===== src/rtl/dac_ctrl_port.sv =====
module dac_ctrl_port #(
  parameter int WORD_W = 16,
  parameter int VOL_W  = 14
) (
  input  logic             clk,
  input  logic             rst_n,
  input  logic             spi_sclk,
  input  logic             spi_cs_n,
  input  logic             spi_mosi,
  input  logic             pin_mute,
  input  logic             pin_pdn,
  input  logic [1:0]       pin_fmt,
  input  logic             pin_deemph,
  input  logic [1:0]       pin_interp,
  output logic [VOL_W-1:0] vol_left,
  output logic [VOL_W-1:0] vol_right,
  output logic             eff_mute,
  output logic             eff_pdn,
  output logic [1:0]       eff_fmt,
  output logic             eff_deemph,
  output logic [1:0]       eff_interp,
  output logic             interp_err,
  output logic [1:0]       eff_rj_len
);
  localparam int ADDR_W  = WORD_W - VOL_W;
  localparam int CNT_W   = $clog2(WORD_W + 2);
  localparam int CNT_SAT = WORD_W + 1;

  logic [2:0] sclk_q, cs_q, mosi_q;
  logic [WORD_W-1:0] shreg;
  logic [CNT_W-1:0]  bitcnt;

  always_ff @(posedge clk or negedge rst_n)
    if (!rst_n) begin
      sclk_q <= '0;
      cs_q   <= '1;
      mosi_q <= '0;
    end else begin
      sclk_q <= {sclk_q[1:0], spi_sclk};
      cs_q   <= {cs_q[1:0], spi_cs_n};
      mosi_q <= {mosi_q[1:0], spi_mosi};
    end

  wire sclk_rise = sclk_q[1] & ~sclk_q[2];
  wire cs_fall   = ~cs_q[1] & cs_q[2];
  wire cs_rise   = cs_q[1] & ~cs_q[2];
  wire commit    = cs_rise && (bitcnt == CNT_W'(WORD_W));
  wire [ADDR_W-1:0] addr    = shreg[WORD_W-1 -: ADDR_W];
  wire [VOL_W-1:0]  payload = shreg[VOL_W-1:0];

  always_ff @(posedge clk or negedge rst_n)
    if (!rst_n) begin
      shreg  <= '0;
      bitcnt <= '0;
    end else if (cs_fall) begin
      bitcnt <= '0;
    end else if (!cs_q[1] && sclk_rise) begin
      shreg <= {shreg[WORD_W-2:0], mosi_q[1]};
      if (bitcnt != CNT_W'(CNT_SAT)) bitcnt <= bitcnt + 1'b1;
    end

  logic       m_mute, m_pdn, m_deemph;
  logic [1:0] m_fmt, m_interp, m_len;

  always_ff @(posedge clk or negedge rst_n)
    if (!rst_n) begin
      vol_left  <= '1;
      vol_right <= '1;
      m_mute    <= 1'b0;
      m_pdn     <= 1'b0;
      m_fmt     <= 2'b00;
      m_deemph  <= 1'b0;
      m_interp  <= 2'b00;
      m_len     <= 2'b00;
    end else if (commit) begin
      case (addr)
        2'b00: vol_left  <= payload;
        2'b01: vol_right <= payload;
        2'b10: begin
          m_mute   <= payload[0];
          m_pdn    <= payload[1];
          m_fmt    <= payload[3:2];
          m_deemph <= payload[4];
          m_interp <= payload[6:5];
          m_len    <= payload[8:7];
        end
        default: ;
      endcase
    end

  wire [1:0] interp_or = pin_interp | m_interp;

  always_ff @(posedge clk or negedge rst_n)
    if (!rst_n) begin
      eff_mute   <= 1'b0;
      eff_pdn    <= 1'b0;
      eff_fmt    <= 2'b00;
      eff_deemph <= 1'b0;
      eff_interp <= 2'b00;
      interp_err <= 1'b0;
      eff_rj_len <= 2'b00;
    end else begin
      eff_mute   <= pin_mute | m_mute;
      eff_pdn    <= pin_pdn | m_pdn;
      eff_fmt    <= pin_fmt | m_fmt;
      eff_deemph <= pin_deemph | m_deemph;
      eff_rj_len <= (m_len == 2'b11) ? 2'b00 : m_len;
      if (interp_or == 2'b11) begin
        interp_err <= 1'b1;
      end else begin
        interp_err <= 1'b0;
        eff_interp <= interp_or;
      end
    end

  p_no_commit_levels_r5: assert property (@(posedge clk) disable iff (!rst_n)
    !commit |=> ($stable(vol_left) && $stable(vol_right)));
  p_addr11_ignored_r4: assert property (@(posedge clk) disable iff (!rst_n)
    (commit && addr == 2'b11) |=> ($stable(vol_left) && $stable(vol_right)
                                    && $stable(m_interp) && $stable(m_fmt)));
  p_interp_legal_r7: assert property (@(posedge clk) disable iff (!rst_n)
    eff_interp != 2'b11);
  p_interp_hold_r7: assert property (@(posedge clk) disable iff (!rst_n)
    (interp_or == 2'b11) |=> (interp_err && $stable(eff_interp)));
  p_pin_mute_wins_r6: assert property (@(posedge clk) disable iff (!rst_n)
    pin_mute |=> eff_mute);
endmodule


===== config.mk =====
export PLATFORM = sky130hd
export DESIGN_NAME = dac_ctrl_port
export DESIGN_NICKNAME = d
export VERILOG_FILES = /design/src/rtl/dac_ctrl_port.sv
export SDC_FILE = /design/constraint.sdc
export NUM_CORES = 1
export LEC_CHECK = 0
export BUFFER_PORTS_ARGS = -buffer_cell sky130_fd_sc_hd__buf_2
export CAP_MARGIN = 10
export CORE_MARGIN = 2
export CORE_UTILIZATION = 30
export DETAILED_ROUTE_END_ITERATION = 12
export GPL_TIMING_DRIVEN = 1
export HOLD_SLACK_MARGIN = 0.06
export PLACE_DENSITY_LB_ADDON = 0.05
export SYNTH_ARGS = -nofsm -noshare
export SYNTH_HDL_FRONTEND = slang
export SYNTH_SLANG_ARGS = --single-unit

===== constraint.sdc =====
create_clock -name clk -period 6.05 [get_ports clk]
set_input_delay 0.9075 -clock clk [delete_from_list [all_inputs] [get_ports clk]]
set_output_delay 0.9075 -clock clk [all_outputs]
set_load 0.005 [all_outputs]

* Word level (Yosys, flattened, before mapping) *
Cells that the tools add are included.
W data, S select, Z words.

operators by class
  bitwise gates (word level) = 12
  add/subtract/negate cells = 1
  $mul = 0
  magnitude comparators = 0
  equality and inequality tests = 6
  reductions and logical operators = 11
  shifts and indexed selects = 0
  divide/modulo/power cells = 0
  muxes and demuxes = 5

operators by type and width
  operator               count
  $mux W5                3
  $reduce_and A2 Y1      5
  $eq A2 B2 Y1 const B   3
  $add A5 B1 Y5 const B  1
  $eq A5 B5 Y1 const B   1
  $ne A5 B5 Y1 const B   1
  $not A1 Y1             4
  $or A2 B2 Y2           2
  $reduce_bool A2 Y1     2
  $and A1 B1 Y1          3
  $or A1 B1 Y1           3
  $eq A2 B1 Y1 const B   1
  $logic_and A1 B1 Y1    2
  $logic_not A2 Y1       1
  $mux W2                1
  $logic_not A1 Y1       1
  $mux W1                1

storage, ports and cells
  bits in registers = 76
  bits in latches = 0
  bits in read-only memories = 0
  bits in writable memories = 0
  memories kept = 0

* Depth between registers and ports, before layout *
  word-level depth = 5
  mapped depth = 7
  mapped depth without buffers = 5

* Worst setup path after synthesis *
OpenSTA, ideal clock, no wires.

  kind = reg-to-reg
  start point = register bitcnt[0]
  end point = register vol_left[0]
  data arrival time = 2,079 ps
  cell stages (with the launch flop) = 8
  clock period less this slack = 2,162 ps
  path slack = 3,888 ps
  data required time = 5,968 ps
  setup time = 82 ps
  cell sequence = dfrtp_1 > inv_1 > ha_1 > or4b_4 > or4_4 > buf_6 > buf_12 > mux2_4

between the ends
  longest elaborated chain between the ends = 3

RTL lines
  what                         RTL line  text
  start, declared              31        logic [CNT_W-1:0] bitcnt;
  start signal, assigned       59        if (bitcnt != CNT_W'(CNT_SAT)) bitcnt <= bitcnt + 1'b1;
  $eq A5 B5 Y1                 47        wire commit = cs_rise && (bitcnt == CNT_W'(WORD_W));
  $logic_and A1 B1 Y1          47
  $reduce_and A2 Y1 (no line)  n/a
  end signal, assigned         77        2'b00: vol_left <= payload;
  end, declared                15        output logic [VOL_W-1:0] vol_left,

No other way between the ends.
A chain may end at the register's enable or synchronous reset.

* Worst setup path after layout *
  start point = register bitcnt[0]
  end point = register vol_right[0]

between the ends
  longest elaborated chain between the ends = 3

RTL lines
  what                         RTL line  text
  $eq A5 B5 Y1                 47
  $logic_and A1 B1 Y1          47
  $reduce_and A2 Y1 (no line)  n/a
  end signal, assigned         78        2'b01: vol_right <= payload;
  end, declared                16        output logic [VOL_W-1:0] vol_right,

No other way between the ends.

==> out/qor.txt <==
detailed placement HPWL -> 3390 um
via count -> 1,609
die height -> 103 um
Relative slew margins -> 35.0%
CTS Buffer Depth -> 2
Placed Area -> 3350 sq um
CP max stage cell -> nor4b_4
final wirelength -> 5340 um
Sw Pwr -> 234 uW
WL/cell -> 14.2 um
Area Growth Syn to Fin -> 20.9%
power share of the combinational group -> 4.0%
most common cell after layout, fill and taps aside -> buf_2
Cell Pwr Density -> 295 nW/um^2
CTS tree -> done
Inst Count DP -> 361
Crit Path Category -> register to register
setup violators final -> 0
Die Wd -> 103 um
largest net degree at the start of global routing -> 77
GRT Total Usage -> 10.8%
crit-path cells -> inv_1, ha_1, or4b_4, nor4b_4, mux2_2
top-area cell type share of the netlist area -> 38.0%
Pint -> 826 uW
Finished Cell Area -> 3590 sq um
fin nets -> 254
slowest stage delay, CP -> 0.83 ns
dominant cell type by area after synthesis -> dfrtp_1
clock sink count -> 76
Max Fanout on Critical Path -> 14
post-route antenna net violation count -> 0
Synth cell types -> 30
synthesis warning total -> 0
grt total ovfl -> 0
mean post-synth cell area -> 16.3 sq um
Worst-Margin Slew -> 0.971 ns
clock transition at the registers of the reported paths -> 0.09 ns
Critical Path Start Type -> register
htree depth -> 3
CTS hold repair buffers -> 0
clk_skew -> 0.0132 ns
total CTS buffers -> 9
Core Rows -> 36
clock share of power -> 44.0%
Clock Latency Late Sink -> 0.35 ns
Initial Utilization -> 30.6%
clock root cell -> clkbuf_8
sequential share of the synthesized area -> 65.4%
Final Hold Vio Count -> 0
drt drc -> 0
Die Area -> 10,700 sq um
crit share post-route -> 40.8%
Post-CTS Setup Inserts -> 0
Pwr Total -> 1.06 mW
commonest cells after routing, fill and taps aside -> 48 x buf_2, 45 x dfrtp_1, 43 x mux2_2
total of max-cap violations -> 0
Pins Over Slew Limit -> 0
antenna violations before repair -> 0
Ports -> 50
status -> finished, final reports clean
fmax -> 0.405 GHz
Final Non-Filler Cells -> 377
core area -> 9680 sq um
diodes inserted -> 0
worst hold path type -> register to register
mapped cell area -> 2970 sq um
layout cell share with drive strength beyond 1 -> 66.8%
fill count -> 946
GPL Wtd Cong -> 0.780
Seq cells post-synth -> 76
Pre-antenna DRT Iters -> 2
CP Capture Type -> register
post-CTS sizing -> 0
setup TNS -> 0 ns
WP data arrival -> 2.74 ns
Initial DRC Count -> 25
Synth area leaders -> dfrtp_1 38%, dfstp_2 27%, mux2_2 16%, mux2_4 5.1%, ha_1 1.3%
maximum vdd ir drop -> 123 uV
Critical Path RT -> 6.32 ns
leak pwr -> 1.72 nW
RSZ-0062 raised after global routing -> no
first-pass GRT wire length -> 8470 um
vias in the first global route -> 1,663
syn_nets -> 197
I/O Buffers -> 49
Post-Syn Instances -> 182
sw frac -> 22.1%
Final min period -> 2.47 ns
Sequential Power Share -> 52.0%
vias per cell -> 4.27
[layout make-up]
type / count / area (sq um) / share of cell area (%)
multi-input cells: 99 / 973 / 27.1
inverters: 3 / 11.3 / 0.314
well taps: 133 / 166 / 4.64
flip-flops and latches: 76 / 1940 / 54.1
clock inverters: 6 / 111 / 3.11
clock buffers: 10 / 128 / 3.56
repair buffers: 50 / 255 / 7.12
[worst max-delay path: cells and delay by family, from the launching register on]
family	cells	cell delay [ns]
adder cells (fa/ha/maj)	1	0.13
buffers and inverters	1	0.10
flip-flops	1	0.42
multiplexers	1	0.42
AND/OR/NAND/NOR	2	1.33
[registers in the layout, summed over array words and instances, names as in the netlist, 3 cells and up]
signal and flops:
vol_left 14, sclk_q 3, shreg 16, vol_right 14, bitcnt 5, cs_q 3
[Yosys cell counts]
| master | n |
|---|---|
| a21oi_1 | 4 |
| and4bb_2 | 1 |
| buf_12 | 1 |
| buf_2 | 2 |
| buf_6 | 1 |
| dfrtp_1 | 45 |
| dfstp_2 | 31 |
| ha_1 | 3 |
| inv_1 | 3 |
| mux2_2 | 43 |
| mux2_4 | 10 |
| mux2i_1 | 1 |
| nand2_1 | 3 |
| nand2b_1 | 1 |
| nand3_1 | 2 |
| nand4_1 | 1 |
| nand4bb_1 | 1 |
| nor2_1 | 8 |
| nor2b_1 | 3 |
| nor3b_1 | 1 |
| nor4_4 | 1 |
| nor4b_4 | 1 |
| o21ai_0 | 3 |
| or2_2 | 6 |
| or3_1 | 1 |
| or3_2 | 1 |
| or3b_2 | 1 |
| or4_4 | 1 |
| or4b_4 | 1 |
| or4bb_2 | 1 |
[logic make-up after synthesis]
logic type | after synthesis | share of synthesized area (%)
AO/OA/AOI/OAI | 7 | 1.18
adder cells (fa/ha/maj) | 3 | 1.27
buffers and inverters | 7 | 1.77
flip-flops | 76 | 65.4
multiplexers | 54 | 21.7
AND/OR/NAND/NOR | 35 | 8.65
[through the flow]
stage | setup slack (ns) | util [%] | hold slack, ns
after global routing | 3.40 | 37.0 | 0.362
after CTS | 3.50 | 37.0 | 0.355
final | 3.58 | 37.0 | 0.354
after global placement | 3.59 | 34.6 | 0.332
after detailed placement | 3.51 | 34.6 | 0.335
after floorplan | 3.89 | - | 0.331
[final timing paths]
kind	cells after the start	startpoint	slack, ns	end
max in group asynchronous	1	rst_n	4.70	shreg[1]
hold reg to reg	0	mosi_q[0]	0.35	mosi_q[1]
min in group asynchronous	1	rst_n	0.71	eff_rj_len[1]
setup / recovery	5	bitcnt[0]	3.58	vol_right[0]
hold / removal	0	mosi_q[0]	0.35	mosi_q[1]
setup reg to reg	5	bitcnt[0]	3.58	vol_right[0]
[per-layer routing]
metal / up-vias / wire length, um / track usage, %
met5: - / 0 / 0
met4: 0 / 122 / 6.38
met3: 10 / 211 / 2.82
met2: 36 / 2430 / 16.5
met1: 808 / 2570 / 14.0
li1: 755 / - / -
[power by group through the flow]
stage                     sequential (mW)  combinational (mW)  clock (mW)
final                               0.550              0.0429       0.466
after global routing                0.554              0.0497       0.503
after CTS                           0.551              0.0447       0.485
after detailed placement            0.560              0.0447           0
after global placement              0.561              0.0442           0
after floorplan                     0.552              0.0243           0
No activity file was read; power rests on OpenSTA's default activity.
